File: src/rtl/i2c_mem_pkg.sv
package i2c_mem_pkg;

  typedef enum logic [2:0] {
    PH_IDLE,
    PH_DEV,
    PH_AHI,
    PH_ALO,
    PH_WR,
    PH_RD
  } phase_e;

  localparam logic [3:0] DEV_PREFIX = 4'b1010;

  // Target address match on the first byte after START.
  function automatic logic dev_match(input logic [7:0] b, input logic [2:0] strap);
    return b[7:1] == {DEV_PREFIX, strap};
  endfunction

  // Increment inside a page of 2**pg_bits bytes.
  function automatic logic [15:0] page_step(input logic [15:0] a, input int pg_bits);
    logic [15:0] mask;
    mask = 16'((32'd1 << pg_bits) - 32'd1);
    return (a & ~mask) | ((a + 16'd1) & mask);
  endfunction

  // Bit to drive after the n-th clock of a byte (MSB first).
  function automatic logic [2:0] tx_index(input logic [3:0] n);
    return 3'(3'd7 - n[2:0]);
  endfunction

endpackage

File: src/rtl/i2c_line_filter.sv
module i2c_line_filter #(
  parameter int FILT_CYC = 3
) (
  input  logic clk,
  input  logic rst_n,
  input  logic raw_i,
  output logic flt_o
);
  localparam int CW = $clog2(FILT_CYC + 1);

  logic [1:0]    sync_q;
  logic [CW-1:0] cnt_q;
  logic          out_q;

  always_ff @(posedge clk or negedge rst_n) begin
    if (!rst_n) begin
      sync_q <= 2'b11;
      cnt_q  <= '0;
      out_q  <= 1'b1;
    end else begin
      sync_q <= {sync_q[0], raw_i};
      if (sync_q[1] != out_q) begin
        if (cnt_q == CW'(FILT_CYC - 1)) begin
          out_q <= sync_q[1];
          cnt_q <= '0;
        end else begin
          cnt_q <= cnt_q + CW'(1);
        end
      end else begin
        cnt_q <= '0;
      end
    end
  end

  assign flt_o = out_q;
endmodule

File: src/rtl/i2c_bus_events.sv
module i2c_bus_events (
  input  logic clk,
  input  logic rst_n,
  input  logic scl_f,
  input  logic sda_f,
  output logic ev_start,
  output logic ev_stop,
  output logic ev_rise,
  output logic ev_fall
);
  logic scl_p, sda_p;

  always_ff @(posedge clk or negedge rst_n) begin
    if (!rst_n) begin
      scl_p <= 1'b1;
      sda_p <= 1'b1;
    end else begin
      scl_p <= scl_f;
      sda_p <= sda_f;
    end
  end

  assign ev_start = scl_p & scl_f & sda_p & ~sda_f;
  assign ev_stop  = scl_p & scl_f & ~sda_p & sda_f;
  assign ev_rise  = ~scl_p & scl_f;
  assign ev_fall  = scl_p & ~scl_f;
endmodule

File: src/rtl/i2c_mem_target.sv
module i2c_mem_target
  import i2c_mem_pkg::*;
#(
  parameter int ADDR_W    = 12,
  parameter int PAGE_BITS = 5,
  parameter int FILT_CYC  = 3
) (
  input  logic              clk,
  input  logic              rst_n,
  input  logic              scl_i,
  input  logic              sda_i,
  input  logic [2:0]        strap_i,
  output logic              sda_oe_o,
  output logic              mem_rd_en_o,
  output logic [ADDR_W-1:0] mem_addr_o,
  input  logic [7:0]        mem_rd_data_i,
  output logic              wr_valid_o,
  output logic [ADDR_W-1:0] wr_addr_o,
  output logic [7:0]        wr_data_o,
  output logic              wr_commit_o,
  input  logic              busy_i
);
  localparam int HI_W = ADDR_W - 8;

  // Line conditioning, one filter per bus line.
  logic [1:0] raw_lines, flt_lines;
  assign raw_lines = {sda_i, scl_i};

  for (genvar g = 0; g < 2; g++) begin : g_filt
    i2c_line_filter #(.FILT_CYC(FILT_CYC)) u_filt (
      .clk   (clk),
      .rst_n (rst_n),
      .raw_i (raw_lines[g]),
      .flt_o (flt_lines[g])
    );
  end

  logic scl_f, sda_f;
  assign scl_f = flt_lines[0];
  assign sda_f = flt_lines[1];

  logic ev_start, ev_stop, ev_rise, ev_fall;
  i2c_bus_events u_events (
    .clk      (clk),
    .rst_n    (rst_n),
    .scl_f    (scl_f),
    .sda_f    (sda_f),
    .ev_start (ev_start),
    .ev_stop  (ev_stop),
    .ev_rise  (ev_rise),
    .ev_fall  (ev_fall)
  );

  // State.
  phase_e            ph_q;
  logic [3:0]        bit_q;
  logic              in_ack_q;
  logic [7:0]        sh_q;
  logic [7:0]        tx_q;
  logic [ADDR_W-1:0] ptr_q;
  logic [HI_W-1:0]   hi_q;
  logic              wrote_q;
  logic              oe_q;
  logic              rd_en_q;
  logic              rd_wait_q;
  logic [ADDR_W-1:0] rd_addr_q;
  logic              wr_valid_q;
  logic [ADDR_W-1:0] wr_addr_q;
  logic [7:0]        wr_data_q;
  logic              commit_q;

  // Named internal events.
  logic              rx_phase;
  logic              byte_done;
  logic              dev_decide;
  logic              addr_hit;
  logic              grant;
  logic              stop_clean;
  logic [ADDR_W-1:0] ptr_inc;
  logic [ADDR_W-1:0] ptr_pg;

  assign rx_phase   = (ph_q == PH_DEV) || (ph_q == PH_AHI) ||
                      (ph_q == PH_ALO) || (ph_q == PH_WR);
  assign byte_done  = ev_fall && !in_ack_q && (bit_q == 4'd8) && rx_phase;
  assign dev_decide = byte_done && (ph_q == PH_DEV);
  assign addr_hit   = dev_match(sh_q, strap_i);
  assign grant      = addr_hit && !busy_i;
  assign stop_clean = ev_stop && (ph_q == PH_WR) && wrote_q &&
                      (bit_q <= 4'd1) && !in_ack_q;
  assign ptr_inc    = ptr_q + ADDR_W'(1);
  assign ptr_pg     = ADDR_W'(page_step(16'(ptr_q), PAGE_BITS));

  always_ff @(posedge clk or negedge rst_n) begin
    if (!rst_n) begin
      ph_q       <= PH_IDLE;
      bit_q      <= '0;
      in_ack_q   <= 1'b0;
      sh_q       <= '0;
      tx_q       <= '0;
      ptr_q      <= '0;
      hi_q       <= '0;
      wrote_q    <= 1'b0;
      oe_q       <= 1'b0;
      rd_en_q    <= 1'b0;
      rd_wait_q  <= 1'b0;
      rd_addr_q  <= '0;
      wr_valid_q <= 1'b0;
      wr_addr_q  <= '0;
      wr_data_q  <= '0;
      commit_q   <= 1'b0;
    end else begin
      rd_en_q    <= 1'b0;
      wr_valid_q <= 1'b0;
      commit_q   <= 1'b0;
      rd_wait_q  <= rd_en_q;
      if (rd_wait_q) tx_q <= mem_rd_data_i;

      if (ev_start) begin
        ph_q     <= PH_DEV;
        bit_q    <= '0;
        in_ack_q <= 1'b0;
        oe_q     <= 1'b0;
        wrote_q  <= 1'b0;
      end else if (ev_stop) begin
        commit_q <= stop_clean;
        ph_q     <= PH_IDLE;
        bit_q    <= '0;
        in_ack_q <= 1'b0;
        oe_q     <= 1'b0;
        wrote_q  <= 1'b0;
      end else if (ph_q != PH_IDLE) begin
        if (ev_rise) begin
          if (in_ack_q) begin
            bit_q <= '0;                       // ninth clock of our own ACK
          end else if (bit_q < 4'd8) begin
            sh_q  <= {sh_q[6:0], sda_f};
            bit_q <= bit_q + 4'd1;
          end else if (ph_q == PH_RD) begin    // master ACK/NoACK slot
            ptr_q <= ptr_inc;
            bit_q <= '0;
            if (!sda_f) begin
              rd_en_q   <= 1'b1;
              rd_addr_q <= ptr_inc;
            end else begin
              ph_q <= PH_IDLE;
            end
          end
        end else if (ev_fall) begin
          if (in_ack_q) begin
            in_ack_q <= 1'b0;
            oe_q     <= (ph_q == PH_RD) ? ~tx_q[7] : 1'b0;
          end else if (ph_q == PH_RD) begin
            oe_q <= (bit_q < 4'd8) ? ~tx_q[tx_index(bit_q)] : 1'b0;
          end else if (bit_q == 4'd8) begin
            case (ph_q)
              PH_DEV: begin
                if (grant) begin
                  oe_q     <= 1'b1;
                  in_ack_q <= 1'b1;
                  if (sh_q[0]) begin
                    ph_q      <= PH_RD;
                    rd_en_q   <= 1'b1;
                    rd_addr_q <= ptr_q;
                  end else begin
                    ph_q <= PH_AHI;
                  end
                end else begin
                  ph_q <= PH_IDLE;
                end
              end
              PH_AHI: begin
                hi_q     <= sh_q[HI_W-1:0];
                oe_q     <= 1'b1;
                in_ack_q <= 1'b1;
                ph_q     <= PH_ALO;
              end
              PH_ALO: begin
                ptr_q    <= {hi_q, sh_q};
                oe_q     <= 1'b1;
                in_ack_q <= 1'b1;
                ph_q     <= PH_WR;
              end
              PH_WR: begin
                oe_q       <= 1'b1;
                in_ack_q   <= 1'b1;
                wr_valid_q <= 1'b1;
                wr_addr_q  <= ptr_q;
                wr_data_q  <= sh_q;
                ptr_q      <= ptr_pg;
                wrote_q    <= 1'b1;
              end
              default: ph_q <= PH_IDLE;
            endcase
          end
        end
      end
    end
  end

  assign sda_oe_o    = oe_q;
  assign mem_rd_en_o = rd_en_q;
  assign mem_addr_o  = rd_addr_q;
  assign wr_valid_o  = wr_valid_q;
  assign wr_addr_o   = wr_addr_q;
  assign wr_data_o   = wr_data_q;
  assign wr_commit_o = commit_q;
endmodule

File: config.mk
export PLATFORM = sky130hd
export DESIGN_NAME = i2c_mem_target
export DESIGN_NICKNAME = d
export VERILOG_FILES = /design/src/rtl/i2c_mem_pkg.sv /design/src/rtl/i2c_line_filter.sv /design/src/rtl/i2c_bus_events.sv /design/src/rtl/i2c_mem_target.sv
export SDC_FILE = /design/constraint.sdc
export NUM_CORES = 1
export LEC_CHECK = 0
export ABC_AREA = 1
export BUFFER_PORTS_ARGS = -buffer_cell sky130_fd_sc_hd__buf_4
export CAP_MARGIN = 20
export CORE_UTILIZATION = 42
export CTS_CLUSTER_DIAMETER = 120
export CTS_CLUSTER_SIZE = 40
export DETAILED_ROUTE_END_ITERATION = 8
export PLACE_DENSITY = 0.68
export SLEW_MARGIN = 25
export SYNTH_ARGS = -nofsm -noshare
export SYNTH_HDL_FRONTEND = slang
export SYNTH_SLANG_ARGS = --single-unit
File: constraint.sdc
create_clock -name clk -period 3.2 [get_ports clk]
set_input_delay 0.64 -clock clk [delete_from_list [all_inputs] [get_ports clk]]
set_output_delay 0.64 -clock clk [all_outputs]
set_load 0.1 [all_outputs]
==> results of run 1 <==
[worst min-delay path by stage]
stage / startpoint / end / cells past startpoint / slack (ns)
final: rst_n / mem_addr_o[1] / 2 / 0.32
after global routing: rst_n / mem_addr_o[8] / 2 / 0.34
after CTS: rst_n / wr_addr_o[4] / 2 / 0.32
after detailed placement: g_filt[1].u_filt.sync_q[0] / g_filt[1].u_filt.sync_q[1] / 0 / 0.35
after global placement: g_filt[0].u_filt.sync_q[0] / g_filt[0].u_filt.sync_q[1] / 0 / 0.35
after floorplan: rst_n / bit_q[0] / 0 / 0.34
[through the flow]
| stage | setup WS [ns] | hold WS [ns] | area, um^2 |
|---|---|---|---|
| 4_1_cts | 0.929 | 0.324 | 5160 |
| 3_3_place_gp | 0.933 | 0.345 | 4950 |
| 5_1_grt | 0.717 | 0.341 | 5160 |
| 6_report | 0.937 | 0.315 | 5160 |
| 2_1_floorplan | 1.36 | 0.344 | 4450 |
| 3_5_place_dp | 0.843 | 0.348 | 4950 |
[cells by family after synthesis]
kind of cell	synth area share, %
compound gates	11.8
xor+xnor	1.38
fa+ha+maj	2.25
buf+inv	7.22
flops	50.8
mux	1.46
simple gates	25.0
[critical path, delay by kind of cell, from the launching register on]
family | cells | cell delay, ns
AND/OR/NAND/NOR | 6 | 0.96
flip-flops | 1 | 0.55
buffers and inverters | 3 | 0.46
adder cells (fa/ha/maj) | 1 | 0.19
[power by group]
| part | switching (W) | internal (W) |
|---|---|---|
| clock network | 0.000413 | 0.000390 |
| registers | 0.000155 | 0.00130 |
| logic | 0.000784 | 0.000324 |
[synth_stat cells]
library cell	number	share of area, %
o21ai_2	3	0.59
buf_2	7	0.79
xnor2_1	3	0.59
nor4_4	1	0.48
o21ai_1	23	2.6
ha_1	8	2.2
xor2_1	4	0.79
nor2_1	32	2.7
clkbuf_2	1	0.11
dfrtp_1	82	46
nand4_1	9	1.3
buf_1	1	0.084
nand2_1	157	13
dfstp_2	8	4.7
inv_1	56	4.7
buf_4	2	0.34
o211ai_1	3	0.51
mux2_2	4	1.0
o31ai_1	1	0.17
inv_2	5	0.42
nand3_1	40	4.5
nor2_2	1	0.14
o2111ai_1	1	0.20
o21ai_0	52	5.8
mux2i_1	2	0.45
nand2_2	5	0.70
nor4_1	2	0.28
buf_6	2	0.51
o311ai_0	1	0.20
clkbuf_1	3	0.25
nand3_2	2	0.45
a21oi_1	14	1.6
nor3b_2	1	0.28
o22ai_1	1	0.14
nor3_1	9	1.0
[per-layer routing]
layer | vias to the layer above | global-route usage (%) | wire length [um]
met5 | - | 0 | 0
met4 | 0 | 7.04 | 177
met3 | 13 | 3.18 | 515
met2 | 97 | 29.3 | 4460
met1 | 1750 | 27.4 | 4740
li1 | 1872 | - | -
[state kept, by name, indices dropped and copies added, names as in the netlist, 2 cells and up]
| register | cells |
|---|---|
| wr_addr_o | 12 |
| g_filt.u_filt.cnt_q | 4 |
| tx_q | 8 |
| sh_q | 8 |
| wr_data_o | 8 |
| g_filt.u_filt.flt_o | 2 |
| bit_q | 4 |
| mem_addr_o | 12 |
| g_filt.u_filt.sync_q | 4 |
| ph_q | 3 |
| ptr_q | 12 |
| hi_q | 4 |
[placed cells by master (no fill, tap or decap), types with 9 or more instances in the layout]
cell type  Yosys  final
a21oi_1       14     14
buf_4          2     54
clkbuf_8       0     10
dfrtp_1       82     82
inv_1         56     56
nand2_1      157    157
nand3_1       40     40
nand4_1        9      9
nor2_1        32     32
nor3_1         9      9
o21ai_0       52     52
o21ai_1       23     23
[area by class of cell]
class	count	share of cell area, %
sequential	90	43.8
multi-input combinational	379	36.1
timing repair buffer	55	8.24
inverter	61	4.43
tap	136	3.29
clock buffer	10	2.66
clock inverter	6	1.43
==> impl_metrics.json, run 1 <==
{
  "status": "completed",
  "place_hpwl_um": 7140,
  "rows": 37,
  "fin_skew_ns": 0.0134,
  "report.final.slew_viol_count": 0,
  "finalPower_w": 0.00336,
  "avgSynthCellArea_um2": 8.15,
  "die_area_mm2": 0.0110,
  "cp_max_fo": 24,
  "required_ns": 3.45,
  "seqCellArea_mm2": 0.00226,
  "dr.pass1.iters": 5,
  "cts_root_buf": "clkbuf_8",
  "cpPeakStageDelay_ns": 0.55,
  "grt_usage_pct": 19.2,
  "yosysSeqAreaShare_pct": 50.8,
  "synth_warnings": 0,
  "cts_num_sinks": 90,
  "clockBufferDepth": 2,
  "period_minus_slack_ns": 2.26,
  "grt-ovfl-total": 0,
  "max-vdd-ir-drop_mv": 0.380,
  "tns_ns": 0,
  "hold_class": "in -> async",
  "rr_endpoint": "mem_addr_o[11]",
  "initial_core_util_pct": 43.3,
  "worst_setup_path_end_kind": "register",
  "synth_area_mm2": 0.00445,
  "antenna_found_initial": 0,
  "synth_nets": 570,
  "cellPowerDensity_mw_per_mm2": 651,
  "ctsHoldBuffers": 0,
  "cpMostUsedCell": "nand2_1",
  "vias_per_cell": 5.06,
  "core-area_mm2": 0.0103,
  "place.gp.congestion": 0.902,
  "grt_max_degree": 91,
  "cts_made_buffers": 9,
  "cts_setup_buffers": 0,
  "fillers": 1032,
  "cp.arrival_ns": 2.51,
  "max_cap_viol_count": 0,
  "cpMaxStageDelayCell": "dfstp_2",
  "postSynthCellCount": 546,
  "die_h_um": 105,
  "drive_gt1_share_pct": 16.8,
  "crit_end": "mem_addr_o[11]",
  "post_drt_wl_per_cell_um": 13.4,
  "cts_tree": "built",
  "place_inst": 721,
  "h-tree-depth": 3,
  "p_leak_nw": 2.56,
  "final_util_pct": 50.3,
  "stdcell_count": 737,
  "rsz0062_at_grt": "false",
  "antenna_cells": 0,
  "rrSetupSlack_ns": 0.94,
  "io_buffers": 51,
  "die_w_um": 105,
  "rr_worst_depth": 10,
  "clk_latency_ns": 0.36,
  "timing.rr.start": "u_events.scl_p",
  "grt_pass1_wl_um": 16800,
  "post-route-period-util_pct": 70.7,
  "crit_type": "reg -> reg",
  "vias": 3732,
  "crit_start": "u_events.scl_p",
  "maxClockFrequency_mhz": 442,
  "multi_input_area_mm2": 0.00187,
  "worst_slew_pin_slew_ns": 0.808,
  "synth_cell_types": 35,
  "ctsResizeCount": 0,
  "ant_nets": 0,
  "grt_pass1_vias": 3497,
  "cp_cell_sequence": "inv_1 > ha_1 > buf_4 > nand2_1 > nand4_1 > nor3b_2 > buf_4 > nand2_1 > nand2_1 > nand2_1",
  "slew_headroom_pct": 45.7,
  "setup_violations": 0,
  "area_growth_pct": 16.1,
  "yosys_register_bits": 90,
  "clkTransAtPathRegs_ns": 0.09,
  "ios": 52,
  "hold_viol_final": 0,
  "drt_iter0_markers": 294,
  "post-route-drc-count": 0,
  "final_nets": 620,
  "drt-total-wl_um": 9890,
  "cp-start-kind": "register"
}
(Power assumes the default switching activity.)
==> inputs of run 2 (changes only) <==
==> constraint.sdc (replaced) <==
create_clock -name clk -period 2.3 [get_ports clk]
set_input_delay 0.46 -clock clk [delete_from_list [all_inputs] [get_ports clk]]
set_output_delay 0.46 -clock clk [all_outputs]
set_load 0.1 [all_outputs]
==> impl_metrics.json, run 2 (synthesized netlist as in run 1, its figures left out) <==
{
  "maxClockFrequency_mhz": 494,
  "cts_tree": "built",
  "mostFrequentLayoutCells": "157 x nand2_1, 82 x dfrtp_1, 58 x buf_4, 56 x inv_1, 52 x o21ai_0",
  "hold_ws_ns": 0.0695,
  "vias": 3747,
  "drt_iter0_markers": 358,
  "post-route-period-util_pct": 88.0,
  "die_area_mm2": 0.0110,
  "cts_root_buf": "clkbuf_8",
  "ctsResizeCount": 0,
  "pre_cts_slack_ns": 0.300,
  "die_h_um": 105,
  "initial_core_util_pct": 43.3,
  "cpMaxStageDelayCell": "dfstp_2",
  "report.final.slew_viol_count": 0,
  "clockBufferDepth": 2,
  "seqPwrFrac_pct": 42.9,
  "grt_max_degree": 43,
  "max_cap_viol_count": 0,
  "antenna_cells": 0,
  "required_ns": 2.55,
  "grt_pass1_vias": 3593,
  "slew_headroom_pct": 59.4,
  "rsz0062_at_grt": "false",
  "hold_class": "in -> async",
  "clockPowerShare_pct": 23.9,
  "rows": 37,
  "ios": 52,
  "cpLargestDelayFamily": "simple AND/OR/NAND/NOR gates",
  "max-vdd-ir-drop_mv": 0.411,
  "worst_slew_pin_slew_ns": 0.603,
  "grt_pass1_wl_um": 17000,
  "drt-total-wl_um": 9780,
  "post-route-drc-count": 0,
  "vias_per_cell": 5.05,
  "ctsHoldBuffers": 0,
  "layout_commonest_cell": "nand2_1",
  "cts_setup_buffers": 0,
  "cp_cell_sequence": "inv_1 > ha_1 > inv_1 > nand4_1 > nor3b_2 > nand2_1 > nand2_1 > nand2_1",
  "finalPower_w": 0.00470,
  "cp-start-kind": "register",
  "io_buffers": 51,
  "stdcell_count": 742,
  "period_minus_slack_ns": 2.02,
  "seqCellArea_mm2": 0.00226,
  "tns_ns": 0,
  "post_drt_wl_per_cell_um": 13.2,
  "final_nets": 625,
  "fillers": 998,
  "cpPeakStageDelay_ns": 0.59,
  "drive_gt1_share_pct": 17.5,
  "internal-power_w": 0.00280,
  "crit_buf_inv": 2,
  "place_hpwl_um": 7270,
  "h-tree-depth": 3,
  "setup_violations": 0,
  "fin_skew_ns": 0.0117,
  "cp_max_fo": 11,
  "switching_share_pct": 40.5,
  "cts_made_buffers": 9,
  "area_growth_pct": 17.1,
  "die_w_um": 105,
  "cp.arrival_ns": 2.27,
  "cts_num_sinks": 90,
  "layout_setup_ws_ns": 0.276,
  "status": "completed",
  "hold_viol_final": 0,
  "p_leak_nw": 2.59,
  "crit_type": "reg -> reg",
  "grt_usage_pct": 19.5,
  "ant_nets": 0,
  "clkTransAtPathRegs_ns": 0.09,
  "place_inst": 726,
  "net-switching-power_w": 0.00191,
  "cpMostUsedCell": "nand2_1",
  "clk_latency_ns": 0.36,
  "antenna_found_initial": 0,
  "power_frac_comb_pct": 33.1,
  "core-area_mm2": 0.0103,
  "cellPowerDensity_mw_per_mm2": 903,
  "dr.pass1.iters": 5,
  "place.gp.congestion": 0.945,
  "grt-ovfl-total": 0,
  "multi_input_area_mm2": 0.00187,
  "worst_setup_path_end_kind": "register"
}
run 2: changes by cell type in the layout (fill, tap and decap cells not counted):
cell,delta
inv_8,+2
clkinv_4,-3
buf_12,+1
clkinvlp_4,+2
buf_4,+4
clkbuf_8,-1
run 2: path summary, 6_finish.rpt:
check                                           startpoint                    endpoint  slack, ns  cells after the start
worst max-delay path                g_filt[0].u_filt.flt_o              mem_addr_o[10]       0.28                      8
worst min-delay path                                 rst_n                wr_addr_o[9]       0.07                      1
worst max register to register      g_filt[0].u_filt.flt_o              mem_addr_o[10]       0.28                      8
worst min register to register  g_filt[1].u_filt.sync_q[0]  g_filt[1].u_filt.sync_q[1]       0.36                      0
max in group asynchronous                            rst_n                    ptr_q[9]       1.64                      2
min in group clk                                     sda_i  g_filt[1].u_filt.sync_q[0]       0.21                      1
run 2: per-stage QoR:
step | utilization, % | area (um^2)
2_1_floorplan | - | 4450
3_3_place_gp | 48.7 | 5000
3_5_place_dp | 48.7 | 5000
4_1_cts | 50.7 | 5210
5_1_grt | 50.7 | 5210
6_report | 50.7 | 5210
run 2: power by group through the flow:
stage          combinational, W  clock, W  sequential [W]
2_1_floorplan           0.00112         0         0.00205
3_3_place_gp            0.00151         0         0.00204
3_5_place_dp            0.00154         0         0.00205
4_1_cts                 0.00155   0.00116         0.00202
5_1_grt                 0.00178   0.00122         0.00206
6_report                0.00156   0.00113         0.00202
run 2: layout make-up:
class                      count  share of cell area, %
timing repair buffer          60                   9.12
clock inverter                 7                   1.63
tap                          136                   3.26
clock buffer                   9                   2.38
sequential                    90                   43.4
inverter                      61                   4.39
multi-input combinational    379                   35.8
run 2: metal layers:
metal	part of all wire [%]	global-route usage [%]
met1	48	27.0
met2	45	31.0
met3	4.8	2.68
met4	1.8	7.34
met5	0	0
